### config.mk
export PLATFORM = sky130hd
export DESIGN_NAME = bscan_io_chain
export DESIGN_NICKNAME = d
export VERILOG_FILES = /design/src/rtl/bscan_pkg.sv /design/src/rtl/bscan_shift_chain.sv /design/src/rtl/bscan_update_bank.sv /design/src/rtl/bscan_pad_mux.sv /design/src/rtl/bscan_io_chain.sv
export SDC_FILE = /design/constraint.sdc
export NUM_CORES = 1
export LEC_CHECK = 0
export ABC_CLOCK_PERIOD_IN_PS = 800
export CAP_MARGIN = 0
export CORE_UTILIZATION = 35
export DETAILED_ROUTE_END_ITERATION = 10
export GPL_ROUTABILITY_DRIVEN = 0
export GPL_TIMING_DRIVEN = 0
export PLACE_DENSITY_LB_ADDON = 0.12
export SYNTH_ARGS = -nofsm -noshare
export SYNTH_HDL_FRONTEND = slang
export SYNTH_SLANG_ARGS = --single-unit
### constraint.sdc
create_clock -name tck -period 0.8 [get_ports tck]
set_input_delay 0.16 -clock tck [delete_from_list [all_inputs] [get_ports tck]]
set_output_delay 0.16 -clock tck [all_outputs]
set_load 0.02 [all_outputs]
### src/rtl/bscan_pkg.sv
package bscan_pkg;

    localparam int CELLS_PER_PAD = 3;

    // Position of a cell inside its pad's group of three chain bits.
    typedef enum int unsigned {
        CELL_IN  = 0,
        CELL_OUT = 1,
        CELL_OE  = 2
    } cell_e;

    // Data register control decodes from the TAP controller.
    typedef struct packed {
        logic cap;
        logic shift;
        logic upd;
    } dr_ctl_t;

    function automatic int cell_idx(input int pad, input cell_e c);
        return pad * CELLS_PER_PAD + int'(c);
    endfunction

endpackage

### src/rtl/bscan_shift_chain.sv
// Shift stage of the chain. Rising tck: capture has priority over shift.
// Bit order per pad p: 3p input, 3p+1 output value, 3p+2 output enable.
module bscan_shift_chain
    import bscan_pkg::*;
#(
    parameter int N_PADS = 4,
    localparam int LEN = N_PADS * CELLS_PER_PAD
) (
    input  logic              tck,
    input  logic              rst,
    input  dr_ctl_t           ctl,
    input  logic              tdi,
    input  logic [N_PADS-1:0] pad_in,
    input  logic [N_PADS-1:0] core_out,
    input  logic [N_PADS-1:0] core_oe,
    output logic [LEN-1:0]    chain
);

    logic [LEN-1:0] observed;

    for (genvar p = 0; p < N_PADS; p++) begin : g_obs
        assign observed[cell_idx(p, CELL_IN)]  = pad_in[p];
        assign observed[cell_idx(p, CELL_OUT)] = core_out[p];
        assign observed[cell_idx(p, CELL_OE)]  = core_oe[p];
    end

    always_ff @(posedge tck) begin
        if (rst) begin
            chain <= '0;
        end else if (ctl.cap) begin
            chain <= observed;
        end else if (ctl.shift) begin
            chain <= {tdi, chain[LEN-1:1]};
        end
    end

endmodule

### src/rtl/bscan_update_bank.sv
// Update stage: loads while tck goes low in the update state, else holds.
module bscan_update_bank
    import bscan_pkg::*;
#(
    parameter int N_PADS = 4,
    localparam int LEN = N_PADS * CELLS_PER_PAD
) (
    input  logic           tck,
    input  logic           rst,
    input  dr_ctl_t        ctl,
    input  logic [LEN-1:0] chain,
    output logic [LEN-1:0] held
);

    always_ff @(negedge tck) begin
        if (rst) begin
            held <= '0;
        end else if (ctl.upd) begin
            held <= chain;
        end
    end

endmodule

### src/rtl/bscan_pad_mux.sv
// Selects pad and core-input sources between core logic and update stage.
module bscan_pad_mux
    import bscan_pkg::*;
#(
    parameter int N_PADS = 4,
    localparam int LEN = N_PADS * CELLS_PER_PAD
) (
    input  logic              test_mode,
    input  logic [LEN-1:0]    held,
    input  logic [N_PADS-1:0] core_out,
    input  logic [N_PADS-1:0] core_oe,
    input  logic [N_PADS-1:0] pad_in,
    output logic [N_PADS-1:0] pad_out,
    output logic [N_PADS-1:0] pad_oe,
    output logic [N_PADS-1:0] core_in
);

    for (genvar p = 0; p < N_PADS; p++) begin : g_pad
        always_comb begin
            if (test_mode) begin
                pad_out[p] = held[cell_idx(p, CELL_OUT)];
                pad_oe[p]  = held[cell_idx(p, CELL_OE)];
                core_in[p] = held[cell_idx(p, CELL_IN)];
            end else begin
                pad_out[p] = core_out[p];
                pad_oe[p]  = core_oe[p];
                core_in[p] = pad_in[p];
            end
        end
    end

endmodule

### src/rtl/bscan_io_chain.sv
// Boundary-scan register for N_PADS pads, three cells each.
// Chain order: bit 0 nearest tdo (pad 0 input cell), tdi enters bit 3*N_PADS-1.
// Per pad p: bit 3p input, bit 3p+1 output value, bit 3p+2 output enable.
module bscan_io_chain
    import bscan_pkg::*;
#(
    parameter int N_PADS = 4
) (
    input  logic              tck,
    input  logic              rst,
    input  logic              cap_dr,
    input  logic              shift_dr,
    input  logic              upd_dr,
    input  logic              test_mode,
    input  logic              tdi,
    output logic              tdo,
    input  logic [N_PADS-1:0] core_out,
    input  logic [N_PADS-1:0] core_oe,
    output logic [N_PADS-1:0] core_in,
    input  logic [N_PADS-1:0] pad_in,
    output logic [N_PADS-1:0] pad_out,
    output logic [N_PADS-1:0] pad_oe
);

    localparam int LEN = N_PADS * CELLS_PER_PAD;

    dr_ctl_t        ctl;
    logic [LEN-1:0] chain;
    logic [LEN-1:0] held;

    assign ctl = '{cap: cap_dr, shift: shift_dr, upd: upd_dr};

    bscan_shift_chain #(.N_PADS(N_PADS)) u_chain (
        .tck(tck), .rst(rst), .ctl(ctl), .tdi(tdi),
        .pad_in(pad_in), .core_out(core_out), .core_oe(core_oe),
        .chain(chain)
    );

    bscan_update_bank #(.N_PADS(N_PADS)) u_upd (
        .tck(tck), .rst(rst), .ctl(ctl), .chain(chain), .held(held)
    );

    bscan_pad_mux #(.N_PADS(N_PADS)) u_mux (
        .test_mode(test_mode), .held(held),
        .core_out(core_out), .core_oe(core_oe), .pad_in(pad_in),
        .pad_out(pad_out), .pad_oe(pad_oe), .core_in(core_in)
    );

    // Serial output is retimed to the falling edge and quiet outside shift.
    always_ff @(negedge tck) begin
        if (rst) begin
            tdo <= 1'b0;
        end else begin
            tdo <= shift_dr ? chain[0] : 1'b0;
        end
    end

endmodule

==> impl_metrics.env <==
export IMPL_grt_util_met1_pct=21.8
export IMPL_wl_um=2730
export IMPL_setup_ws_ns=-0.846
export IMPL_hold_ws_ns=0.0425
export IMPL_initial_core_util_pct=37.5
export IMPL_mostFrequentLayoutCells="buf_6 (22), mux2i_1 (21), dfxtp_2 (18), inv_1 (14), clkdlybuf4s50_1 (14)"
export IMPL_ant_nets=0
export IMPL_finClkSkew_ns=0.0674
export IMPL_antennaDiodeCount=0
export IMPL_drt_iter0_markers=39
export IMPL_slew_viol_final=0
export IMPL_ys_seq_elements=25
export IMPL_dp_hpwl_um=1810
export IMPL_busiest_layer="met2"
export IMPL_cp_start_kind="flop"
export IMPL_multi_input_area_sq_um=682
export IMPL_dr_total_vias=987
export IMPL_cp_arrival_ns=1.49
export IMPL_p_per_area_nw_per_um2=1560
export IMPL_root_buffer="clkbuf_4"
export IMPL_finalHoldViolations=0
export IMPL_synthCells=110
export IMPL_numPortBuffers=29
export IMPL_wl_per_cell_um=12.9
export IMPL_die_w_um=59.7
export IMPL_drcViolationCount=0
export IMPL_worstPathRequired_ns=0.64
export IMPL_antenna_found_initial=0
export IMPL_synth_top_area_share_pct=43.0
export IMPL_cts_hold_buf=0
export IMPL_core_area_sq_um=3100
export IMPL_max_cap_violations=0
export IMPL_yosys_warnings=0
export IMPL_nFillCells=276
export IMPL_violations="negative setup slack"
export IMPL_cts_tree="done"
export IMPL_final_common_cell="buf_6"
export IMPL_status="complete, but fails checks"
export IMPL_die_area_sq_um=3560
export IMPL_detail_route_first_pass_iterations=4
export IMPL_p_leak_nw=0.884
export IMPL_grt_max_degree=15
export IMPL_min_from="rst"
export IMPL_grt_pass1_wl_um=4400
export IMPL_netlist_cell_type_count=13
export IMPL_synth_fp_nets=129
export IMPL_peakVddDrop_uv=584
export IMPL_seq_area_sq_um=527
export IMPL_insertion_delay_ns=0.39
export IMPL_avgViaCountPerCell=4.68
export IMPL_grt_pass1_vias=990
export IMPL_synth_area_leaders="dfxtp_1 (43%), mux2i_1 (21%), mux2_2 (12%)"
export IMPL_area_growth_syn_to_layout_pct=63.1
export IMPL_end_kind="output pin"
export IMPL_htree_levels=1
export IMPL_startpoint="u_upd.held[7]"
export IMPL_grt_setup_unrepaired="yes"
export IMPL_clockBufferDepth=2
export IMPL_clock_sinks=25
export IMPL_die_y_um=59.7
export IMPL_finalSetupViolations=29
export IMPL_relSlewSlack_pct=84.7
export IMPL_syn_area_sq_um=1160
export IMPL_rows=20
export IMPL_top_level_ports=32
export IMPL_synth_top_area_cell="dfxtp_1"
export IMPL_syn_area_per_cell_sq_um=10.6
export IMPL_design_area_sq_um=1900
export IMPL_grt_usage_pct=16.9
export IMPL_worstSetupPathType="flop to output pin"
export IMPL_final_nets=187
export IMPL_worstMarginPinSlew_ns=0.230
export IMPL_min_path_type="primary input to flop"
export IMPL_place_area_sq_um=1600
export IMPL_final_layout_size_suffix_gt1_share_pct=47.9
export IMPL_numCtsBuffers=3
export IMPL_cp_max_fo=2
export IMPL_power_total_mw=2.96
export IMPL_use_met2_pct=28.4
export IMPL_rr_startpoint="u_chain.chain[3]"
export IMPL_cts_reportedPaths_clkPinSlew_ns=0.14
export IMPL_grt_overflow_total=0
export IMPL_seq_area_frac_synth_pct=43.0
export IMPL_grtUsageMet3_pct=1.30
per-layer routing:
layer | up-vias | wire (um)
met3 | 4 | 78
met1 | 466 | 1310
met4 | 0 | 51
li1 | 494 | -
met5 | - | 0
met2 | 23 | 1290
cell families after synthesis:
kind of cell	Yosys count	synth area share, %
flip-flops	25	43.0
AO/OA/AOI/OAI	12	7.73
multiplexers	36	32.2
buffers and inverters	11	6.12
AND/OR/NAND/NOR	26	11.0
synthesized netlist by cell type (all sizes together):
cell    number
nand2        1
mux2        12
clkbuf       4
mux2i       24
a211oi      12
dfxtp       25
buf          5
nor2b       12
nor2        13
inv          2
flip-flops by register name, summed over array words and instances (netlist names):
name / count
u_chain.chain: 12
u_upd.held: 12
tdo: 1
metrics by stage:
step | TNS [ns] | std cells | worst slack [ns] | util (%)
after floorplan | -6.57 | 110 | -0.331 | -
after CTS | -13.03 | 210 | -0.858 | 59.2
after global routing | -14.34 | 211 | -0.902 | 61.2
after detailed placement | -33.32 | 183 | -1.34 | 51.6
final | -12.96 | 211 | -0.846 | 61.2
after global placement | -32.98 | 183 | -1.32 | 51.6
worst max-delay path: stages (launching register included):
cell	delay, ns
dfxtp_2	0.32
mux2_4	0.25
buf_6	0.13
final timing paths:
path	endpoint	slack (ns)	depth (start not counted)
worst min-delay path	u_chain.chain[2]	0.04	2
worst min register to register	u_upd.held[5]	0.48	2
worst max-delay path	pad_out[2]	-0.85	2
worst max register to register	u_upd.held[3]	-0.23	2
cell type report:
type,instances,area share (%)
buffer,9,6.59
clock buffer,3,1.19
clock inverter,14,2.83
inverter,1,0.198
multi-input combinational,74,35.9
sequential,25,27.7
tap,44,2.90
timing repair buffer,41,22.7
where the power goes:
group	switching, mW	internal (mW)	leakage, nW
registers	0.0472	1.33	0.213
clock network	0.554	0.271	0.0870
logic	0.301	0.454	0.585
total	0.902	2.06	0.884
repair_timing:
| action | 4_1_cts | 5_1_grt |
|---|---|---|
| resized for setup | 109 | 20 |
| pin swaps | 12 | 8 |
| endpoints found under the setup margin | 36 | 38 |
| buffers inserted | 11 | 5 |
Note: power is estimated with default switching activity, not from simulation.
